### config.mk
export PLATFORM = sky130hd
export DESIGN_NAME = sdagg_top
export DESIGN_NICKNAME = d
export VERILOG_FILES = /design/src/rtl/sdagg_pkg.sv /design/src/rtl/sdagg_dombank.sv /design/src/rtl/sdagg_ctlsel.sv /design/src/rtl/sdagg_top.sv
export SDC_FILE = /design/constraint.sdc
export NUM_CORES = 1
export LEC_CHECK = 0
export ABC_CLOCK_PERIOD_IN_PS = 1650
export BUFFER_PORTS_ARGS = -buffer_cell sky130_fd_sc_hd__buf_2
export CORE_ASPECT_RATIO = 1.75
export CORE_MARGIN = 2
export CORE_UTILIZATION = 47
export CTS_BUF_LIST = sky130_fd_sc_hd__clkbuf_16
export DETAILED_ROUTE_END_ITERATION = 16
export PLACE_DENSITY = 0.79
export SYNTH_ARGS = -nofsm -noshare
export SYNTH_HDL_FRONTEND = slang
export SYNTH_SLANG_ARGS = --single-unit
### constraint.sdc
create_clock -name clk -period 1.65 [get_ports clk]
set_input_delay 0.0825 -clock clk [delete_from_list [all_inputs] [get_ports clk]]
set_output_delay 0.0825 -clock clk [all_outputs]
set_load 0.05 [all_outputs]
### src/rtl/sdagg_pkg.sv
package sdagg_pkg;

    // Register selector codes seen on csr_addr
    typedef enum logic [3:0] {
        SEL_DPEND  = 4'd0,
        SEL_DENA   = 4'd1,
        SEL_CFG    = 4'd2,
        SEL_MPEND  = 4'd3,
        SEL_MENA   = 4'd4,
        SEL_SPEND  = 4'd5,
        SEL_SENA   = 4'd6,
        SEL_MDELEG = 4'd7,
        SEL_HDELEG = 4'd8
    } csr_sel_e;

    // Bit position of the local summary interrupt in the shared views
    localparam int LIRQ_BIT = 16;
    localparam int XW       = 32;
    localparam int CFGW     = 8;

endpackage

### src/rtl/sdagg_dombank.sv
module sdagg_dombank #(
    parameter int NUM_DOM = 24
) (
    input  logic               clk,
    input  logic               rst_n,
    input  logic [NUM_DOM-1:0] dom_pend_i,
    input  logic               ena_we,
    input  logic [NUM_DOM-1:0] ena_wdata,
    output logic [NUM_DOM-1:0] pend_q,
    output logic [NUM_DOM-1:0] ena_q,
    output logic               summary_o
);

    always_ff @(posedge clk or negedge rst_n) begin
        if (!rst_n) begin
            pend_q <= '0;
        end else begin
            pend_q <= dom_pend_i;
        end
    end

    always_ff @(posedge clk or negedge rst_n) begin
        if (!rst_n) begin
            ena_q <= '0;
        end else if (ena_we) begin
            ena_q <= ena_wdata;
        end
    end

    always_comb begin
        summary_o = |(pend_q & ena_q);
    end


    pend_track_chk: assert property (@(posedge clk) disable iff (!rst_n)
        $past(rst_n) |-> (pend_q == $past(dom_pend_i)));


    ena_write_chk: assert property (@(posedge clk) disable iff (!rst_n)
        ena_we |=> (ena_q == $past(ena_wdata)));

endmodule

### src/rtl/sdagg_ctlsel.sv
module sdagg_ctlsel #(
    parameter int NUM_CTRL = 5,
    parameter int NCI      = (NUM_CTRL > 0) ? NUM_CTRL : 1
) (
    input  logic                      clk,
    input  logic                      rst_n,
    input  logic                      cfg_we,
    input  logic [sdagg_pkg::CFGW-1:0] cfg_wdata,
    input  logic [NCI-1:0]            ctl_seip_i,
    input  logic [NCI-1:0]            ctl_vseip_i,
    output logic [sdagg_pkg::CFGW-1:0] sel_o,
    output logic                      seip_o,
    output logic                      vseip_o
);
    import sdagg_pkg::*;

    localparam logic [CFGW-1:0] SEL_MAX = CFGW'(NUM_CTRL);

    generate
        if (NUM_CTRL > 0) begin : g_ctl
            logic [CFGW-1:0] sel_q;

            // Bounded field: out-of-range writes keep the old value
            always_ff @(posedge clk or negedge rst_n) begin
                if (!rst_n) begin
                    sel_q <= '0;
                end else if (cfg_we && (cfg_wdata <= SEL_MAX)) begin
                    sel_q <= cfg_wdata;
                end
            end

            always_comb begin
                seip_o  = 1'b0;
                vseip_o = 1'b0;
                for (int k = 0; k < NUM_CTRL; k++) begin
                    if (sel_q == CFGW'(k + 1)) begin
                        seip_o  = ctl_seip_i[k];
                        vseip_o = ctl_vseip_i[k];
                    end
                end
            end

            assign sel_o = sel_q;


            sel_keep_chk: assert property (@(posedge clk) disable iff (!rst_n)
                (cfg_we && (cfg_wdata > SEL_MAX)) |=> $stable(sel_q));


            sel_range_chk: assert property (@(posedge clk) disable iff (!rst_n)
                sel_q <= SEL_MAX);


            noctl_quiet_chk: assert property (@(posedge clk) disable iff (!rst_n)
                (sel_q == '0) |-> (!seip_o && !vseip_o));
        end else begin : g_none
            logic unused_ctl_ins;
            assign unused_ctl_ins = ^{clk, rst_n, cfg_we, cfg_wdata, ctl_seip_i, ctl_vseip_i};
            assign sel_o   = '0;
            assign seip_o  = 1'b0;
            assign vseip_o = 1'b0;
        end
    endgenerate

endmodule

### src/rtl/sdagg_top.sv
module sdagg_top #(
    parameter  int NUM_DOM  = 24,
    parameter  int NUM_CTRL = 5,
    localparam int NCI      = (NUM_CTRL > 0) ? NUM_CTRL : 1
) (
    input  logic               clk,
    input  logic               rst_n,
    input  logic               csr_we,
    input  logic [3:0]         csr_addr,
    input  logic [31:0]        csr_wdata,
    output logic [31:0]        csr_rdata,
    input  logic [NUM_DOM-1:0] dom_pend_i,
    input  logic [NCI-1:0]     ctl_seip_i,
    input  logic [NCI-1:0]     ctl_vseip_i,
    output logic               seip_o,
    output logic               vseip_o,
    output logic               lsum_o,
    output logic               m_irq_o,
    output logic               s_irq_o
);
    import sdagg_pkg::*;

    logic [NUM_DOM-1:0] pend_q;
    logic [NUM_DOM-1:0] ena_q;
    logic               summary;
    logic [CFGW-1:0]    sel;
    logic               lie_q;     // local interrupt enable, bit 16
    logic               ldeleg_q;  // delegation to S-mode, bit 16
    logic               wr_dena, wr_cfg, wr_mena, wr_sena, wr_mdeleg;
    logic               unused_wbits;

    assign unused_wbits = ^csr_wdata;

    always_comb begin
        wr_dena   = csr_we && (csr_addr == SEL_DENA);
        wr_cfg    = csr_we && (csr_addr == SEL_CFG);
        wr_mena   = csr_we && (csr_addr == SEL_MENA);
        wr_sena   = csr_we && (csr_addr == SEL_SENA);
        wr_mdeleg = csr_we && (csr_addr == SEL_MDELEG);
    end

    sdagg_dombank #(.NUM_DOM(NUM_DOM)) u_bank (
        .clk       (clk),
        .rst_n     (rst_n),
        .dom_pend_i(dom_pend_i),
        .ena_we    (wr_dena),
        .ena_wdata (csr_wdata[NUM_DOM-1:0]),
        .pend_q    (pend_q),
        .ena_q     (ena_q),
        .summary_o (summary)
    );

    sdagg_ctlsel #(.NUM_CTRL(NUM_CTRL), .NCI(NCI)) u_sel (
        .clk        (clk),
        .rst_n      (rst_n),
        .cfg_we     (wr_cfg),
        .cfg_wdata  (csr_wdata[CFGW-1:0]),
        .ctl_seip_i (ctl_seip_i),
        .ctl_vseip_i(ctl_vseip_i),
        .sel_o      (sel),
        .seip_o     (seip_o),
        .vseip_o    (vseip_o)
    );

    // Local enable: writable from the machine view, and from the
    // supervisor view only while delegated
    always_ff @(posedge clk or negedge rst_n) begin
        if (!rst_n) begin
            lie_q <= 1'b0;
        end else if (wr_mena || (wr_sena && ldeleg_q)) begin
            lie_q <= csr_wdata[LIRQ_BIT];
        end
    end

    always_ff @(posedge clk or negedge rst_n) begin
        if (!rst_n) begin
            ldeleg_q <= 1'b0;
        end else if (wr_mdeleg) begin
            ldeleg_q <= csr_wdata[LIRQ_BIT];
        end
    end

    always_comb begin
        csr_rdata = '0;
        case (csr_addr)
            SEL_DPEND:  csr_rdata = XW'(pend_q);
            SEL_DENA:   csr_rdata = XW'(ena_q);
            SEL_CFG:    csr_rdata = XW'(sel);
            SEL_MPEND:  csr_rdata[LIRQ_BIT] = summary;
            SEL_MENA:   csr_rdata[LIRQ_BIT] = lie_q;
            SEL_SPEND:  csr_rdata[LIRQ_BIT] = summary && ldeleg_q;
            SEL_SENA:   csr_rdata[LIRQ_BIT] = lie_q && ldeleg_q;
            SEL_MDELEG: csr_rdata[LIRQ_BIT] = ldeleg_q;
            default:    csr_rdata = '0;
        endcase
    end

    always_comb begin
        lsum_o  = summary;
        m_irq_o = summary && lie_q && !ldeleg_q;
        s_irq_o = summary && lie_q && ldeleg_q;
    end


    sena_guard_chk: assert property (@(posedge clk) disable iff (!rst_n)
        (wr_sena && !ldeleg_q && !wr_mena) |=> $stable(lie_q));


    irq_split_chk: assert property (@(posedge clk) disable iff (!rst_n)
        !(m_irq_o && s_irq_o));

endmodule

==> implementation parameters <==
Parameter                              Value

Synth
  Post-Synth Simple-Gate Area ... 0.0863
  Xor and xnor area share after synthesis ... 0
  Total of warnings raised by yosys ... 0
  Cell count after synthesis ... 193
  Multiplexer share of the synthesized area ... 0.148
  Post-synth ARST share ... 1.00
  Synthesized cell area ... 0.00256 sq mm
  Number of register bits inferred by synthesis ... 58
  Sequential element share of the synthesized area ... 0.566
  Dominant combinational cell family by area after synthesis ... multiplexers
  Dominant register cell in the synthesized netlist ... sky130_fd_sc_hd__dfrtp_1
  Post-synthesis compound-gate area fraction ... 0.147
  Unique masters post-synth ... 34
  Post-Synth Adder-Cell Area ... 0
  Number of synthesized flops with an enable pin ... 0
  Mean instance size in the synthesized netlist ... 13.3 sq um

Route
  Average detailed-routed wire length per instance ... 18.1 um
  Detailed-route via count ... 2309
  Remaining antenna violation count after routing ... 0
  Final routed DRC violation total ... 0
  Via-per-instance ratio ... 5.65
  Iteration-0 DRC Markers ... 123
  Total length of routed wires ... 7420 um
  Detailed Routing Iterations Pass 1 ... 6

Die
  Full die area ... 0.00609 sq mm
  Die extent in y ... 102 um
  Width of the chip ... 59.8 um
  Effective utilization at floorplan ... 0.488
  IO Pins ... 110
  Site Rows ... 35
  Core ar. ... 0.00526 sq mm

Cells and area
  Most common cell after layout, fill and taps aside ... sky130_fd_sc_hd__buf_2
  Commonest cells after routing, fill and taps aside ... 88 x sky130_fd_sc_hd__buf_2, 56 x sky130_fd_sc_hd__dfrtp_1, 42 x sky130_fd_sc_hd__dlygate4sd3_1
  Signed area change from the synthesized netlist to the final layout ... 56.6%
  Number of antenna repair diodes ... 0
  Fraction of layout cells with a size suffix above 1 ... 0.441
  Post-layout net count ... 423

Setup path
  Worst setup path class ... reg -> out
  Startpoint type of the worst setup path ... register
  Data required time of the critical path ... 1570 ps
  Worst endpoint data arrival time ... 2070 ps
  Kind of end point of the critical path ... primary output
  Critical R2R Capture ... lie_q$_DFFE_PN0P_
  Internal reg-to-reg setup slack ... 430 ps
  Reg-to-reg startpoint ... ldeleg_q$_DFFE_PN0P_
  Worst Reg2Reg Path Length in Cells ... 4
  Critical-path maximum fanout ... 4

Clocking
  Number of clock buffers inserted by TritonCTS ... 9
  CTS H-tree depth ... 3
  CTS tree ... built
  Clock slew seen by the registers of the worst setup and hold paths ... 50 ps
  Maximum buffer depth of the clock tree ... 2
  Sink count of the clock tree ... 58
  Clock Root Buffer ... sky130_fd_sc_hd__clkbuf_16
  Insertion delay to the later sink of the worst-skew pair ... 320 ps

Timing
  Max Clock Skew ... 3.42 ps
  Number of setup violations in the final report ... 5
  Final Hold Vio Count ... 0
  Post-layout minimum cycle time ... 2150 ps
  Post-route clock period utilization ... 1.30
  Setup repair after global routing missed its margin ... yes
  Hold Slack ... 1.74 ps
  Max-slew violation count ... 0
  Post-route setup slack ... -500 ps
  Maximum frequency from static timing analysis ... 465 MHz

Power
  Overall power consumption ... 4.38 mW
  Pwr Density ... 1090 mW/mm^2
  Pleak ... 2.03 nW
  Peak ir drop on the vdd network ... 0.847 mV

Placed design
  Port Buffers ... 93
  Last weighted congestion value of the routability-driven placer ... 0.780
  Worst slack, placed ... -226 ps
  Hpwl dp ... 4550 um

Min path
  Class of the most critical hold timing path ... in -> reg
  Worst Hold Depth ... 2
  HP Start ... csr_wdata[6]
  Hold Path End ... u_bank.ena_q[6]$_DFFE_PN0P_

GRT
  Remaining global-route overflow ... 0
  Largest net degree at the start of global routing ... 44
  Overall track demand over capacity in global routing ... 0.262
  Antenna violations before repair ... 0
  Number of global-route vias before repair ... 2445
  First-pass GRT wire length ... 11500 um

Run
  Max-cap violation count ... 0

Run status
  Violations in the final reports ... negative setup slack
  Run status ... finished with violations
## layout make-up
type                            count  area (sq um)
Timing Repair Buffer              156          1100
Clock inverter                      6          51.3
Tap cell                           55          68.8
Multi-Input combinational cell    116          1080
Sequential cell                    58          1450
Inverter                            9          33.8
Fill cell                         318          1240
Clock buffer                        9           225
## worst max-delay path, cell delays in order, from the launching register on
cell,delay (ps)
sky130_fd_sc_hd__dfrtp_1,390
sky130_fd_sc_hd__a22o_1,230
sky130_fd_sc_hd__a221oi_2,200
sky130_fd_sc_hd__and4_4,270
sky130_fd_sc_hd__nand4_1,180
sky130_fd_sc_hd__a31o_2,320
sky130_fd_sc_hd__buf_6,150
## routing by layer
metal	GRT usage	vias to the layer above	routed length (um)
met4	0.138	0	263
met2	0.462	116	4140
met3	0.0715	25	465
met5	0	-	0
met1	0.272	1126	2550
li1	-	1042	-
## flip-flops by register name, indices dropped and copies added (netlist names)
signal         cells
ldeleg_q           1
u_bank.pend_q     24
u_bank.ena_q      24
u_sel.sel_o        8
lie_q              1
## repair_timing
action                                 4_1_cts  5_1_grt
pin swaps                                    7        5
buffers inserted                             1        1
setup endpoints to repair                    6        7
hold buffers                                42        0
resized for setup                           19        5
endpoints found under the hold margin       56        0
## kinds of logic (layout without fill, tap and decap cells)
| group | count (synthesis) | count (layout) |
|---|---|---|
| multiplexers | 34 | 34 |
| AND/OR/NAND/NOR | 31 | 31 |
| buffers and inverters | 26 | 180 |
| other | 1 | 8 |
| AO/OA/AOI/OAI | 43 | 43 |
| flip-flops | 58 | 58 |
## metrics by stage
stage | cells | TNS, ps | cell area [sq um] | utilization
after CTS | 408 | -1660 | 3990 | 0.759
final | 409 | -1730 | 4020 | 0.764
after global placement | 351 | -478 | 3220 | 0.613
after global routing | 409 | -2040 | 4020 | 0.764
after detailed placement | 351 | -575 | 3220 | 0.613
after floorplan | 200 | -1390 | 2600 | -
## cell usage after synthesis (2+ instances only)
| master | instances | area (sq um) |
|---|---|---|
| sky130_fd_sc_hd__a22oi_1 | 4 | 30.0 |
| sky130_fd_sc_hd__nand4_1 | 2 | 12.5 |
| sky130_fd_sc_hd__a222oi_1 | 8 | 80.1 |
| sky130_fd_sc_hd__inv_1 | 9 | 33.8 |
| sky130_fd_sc_hd__nor2_1 | 3 | 11.3 |
| sky130_fd_sc_hd__nor2b_1 | 3 | 18.8 |
| sky130_fd_sc_hd__dfrtp_1 | 58 | 1450 |
| sky130_fd_sc_hd__buf_4 | 8 | 60.1 |
| sky130_fd_sc_hd__clkbuf_1 | 5 | 18.8 |
| sky130_fd_sc_hd__nand3_1 | 2 | 10.0 |
| sky130_fd_sc_hd__and3_1 | 2 | 12.5 |
| sky130_fd_sc_hd__nand2_1 | 3 | 11.3 |
| sky130_fd_sc_hd__a22o_1 | 20 | 175 |
| sky130_fd_sc_hd__a221oi_1 | 5 | 43.8 |
| sky130_fd_sc_hd__mux2_1 | 20 | 225 |
| sky130_fd_sc_hd__buf_2 | 4 | 20.0 |
| sky130_fd_sc_hd__nor3_1 | 2 | 10.0 |
| sky130_fd_sc_hd__nor4b_4 | 2 | 47.6 |
| sky130_fd_sc_hd__mux2i_1 | 3 | 30.0 |
| sky130_fd_sc_hd__and2_1 | 5 | 31.3 |
| sky130_fd_sc_hd__mux2_2 | 11 | 124 |
| sky130_fd_sc_hd__o22a_1 | 2 | 17.5 |
## report_power, final
part           total [mW]  internal (mW)  switching, mW
Combinational       0.902          0.459          0.444
Clock                1.73           1.13          0.596
Sequential           1.75           1.61          0.143
## worst max path at each step
stage / start / end / slack, ps / depth (start not counted)
2_1_floorplan: u_bank.pend_q[6]$_DFF_PN0_ / csr_rdata[16] / -490 / 5
3_3_place_gp: u_bank.pend_q[18]$_DFF_PN0_ / csr_rdata[16] / -190 / 6
3_5_place_dp: u_bank.pend_q[18]$_DFF_PN0_ / csr_rdata[16] / -230 / 6
4_1_cts: u_bank.pend_q[18]$_DFF_PN0_ / csr_rdata[16] / -460 / 6
5_1_grt: u_bank.ena_q[18]$_DFFE_PN0P_ / csr_rdata[16] / -570 / 6
6_report: u_bank.ena_q[18]$_DFFE_PN0P_ / csr_rdata[16] / -500 / 6
No activity file was read; power rests on OpenSTA's default activity.
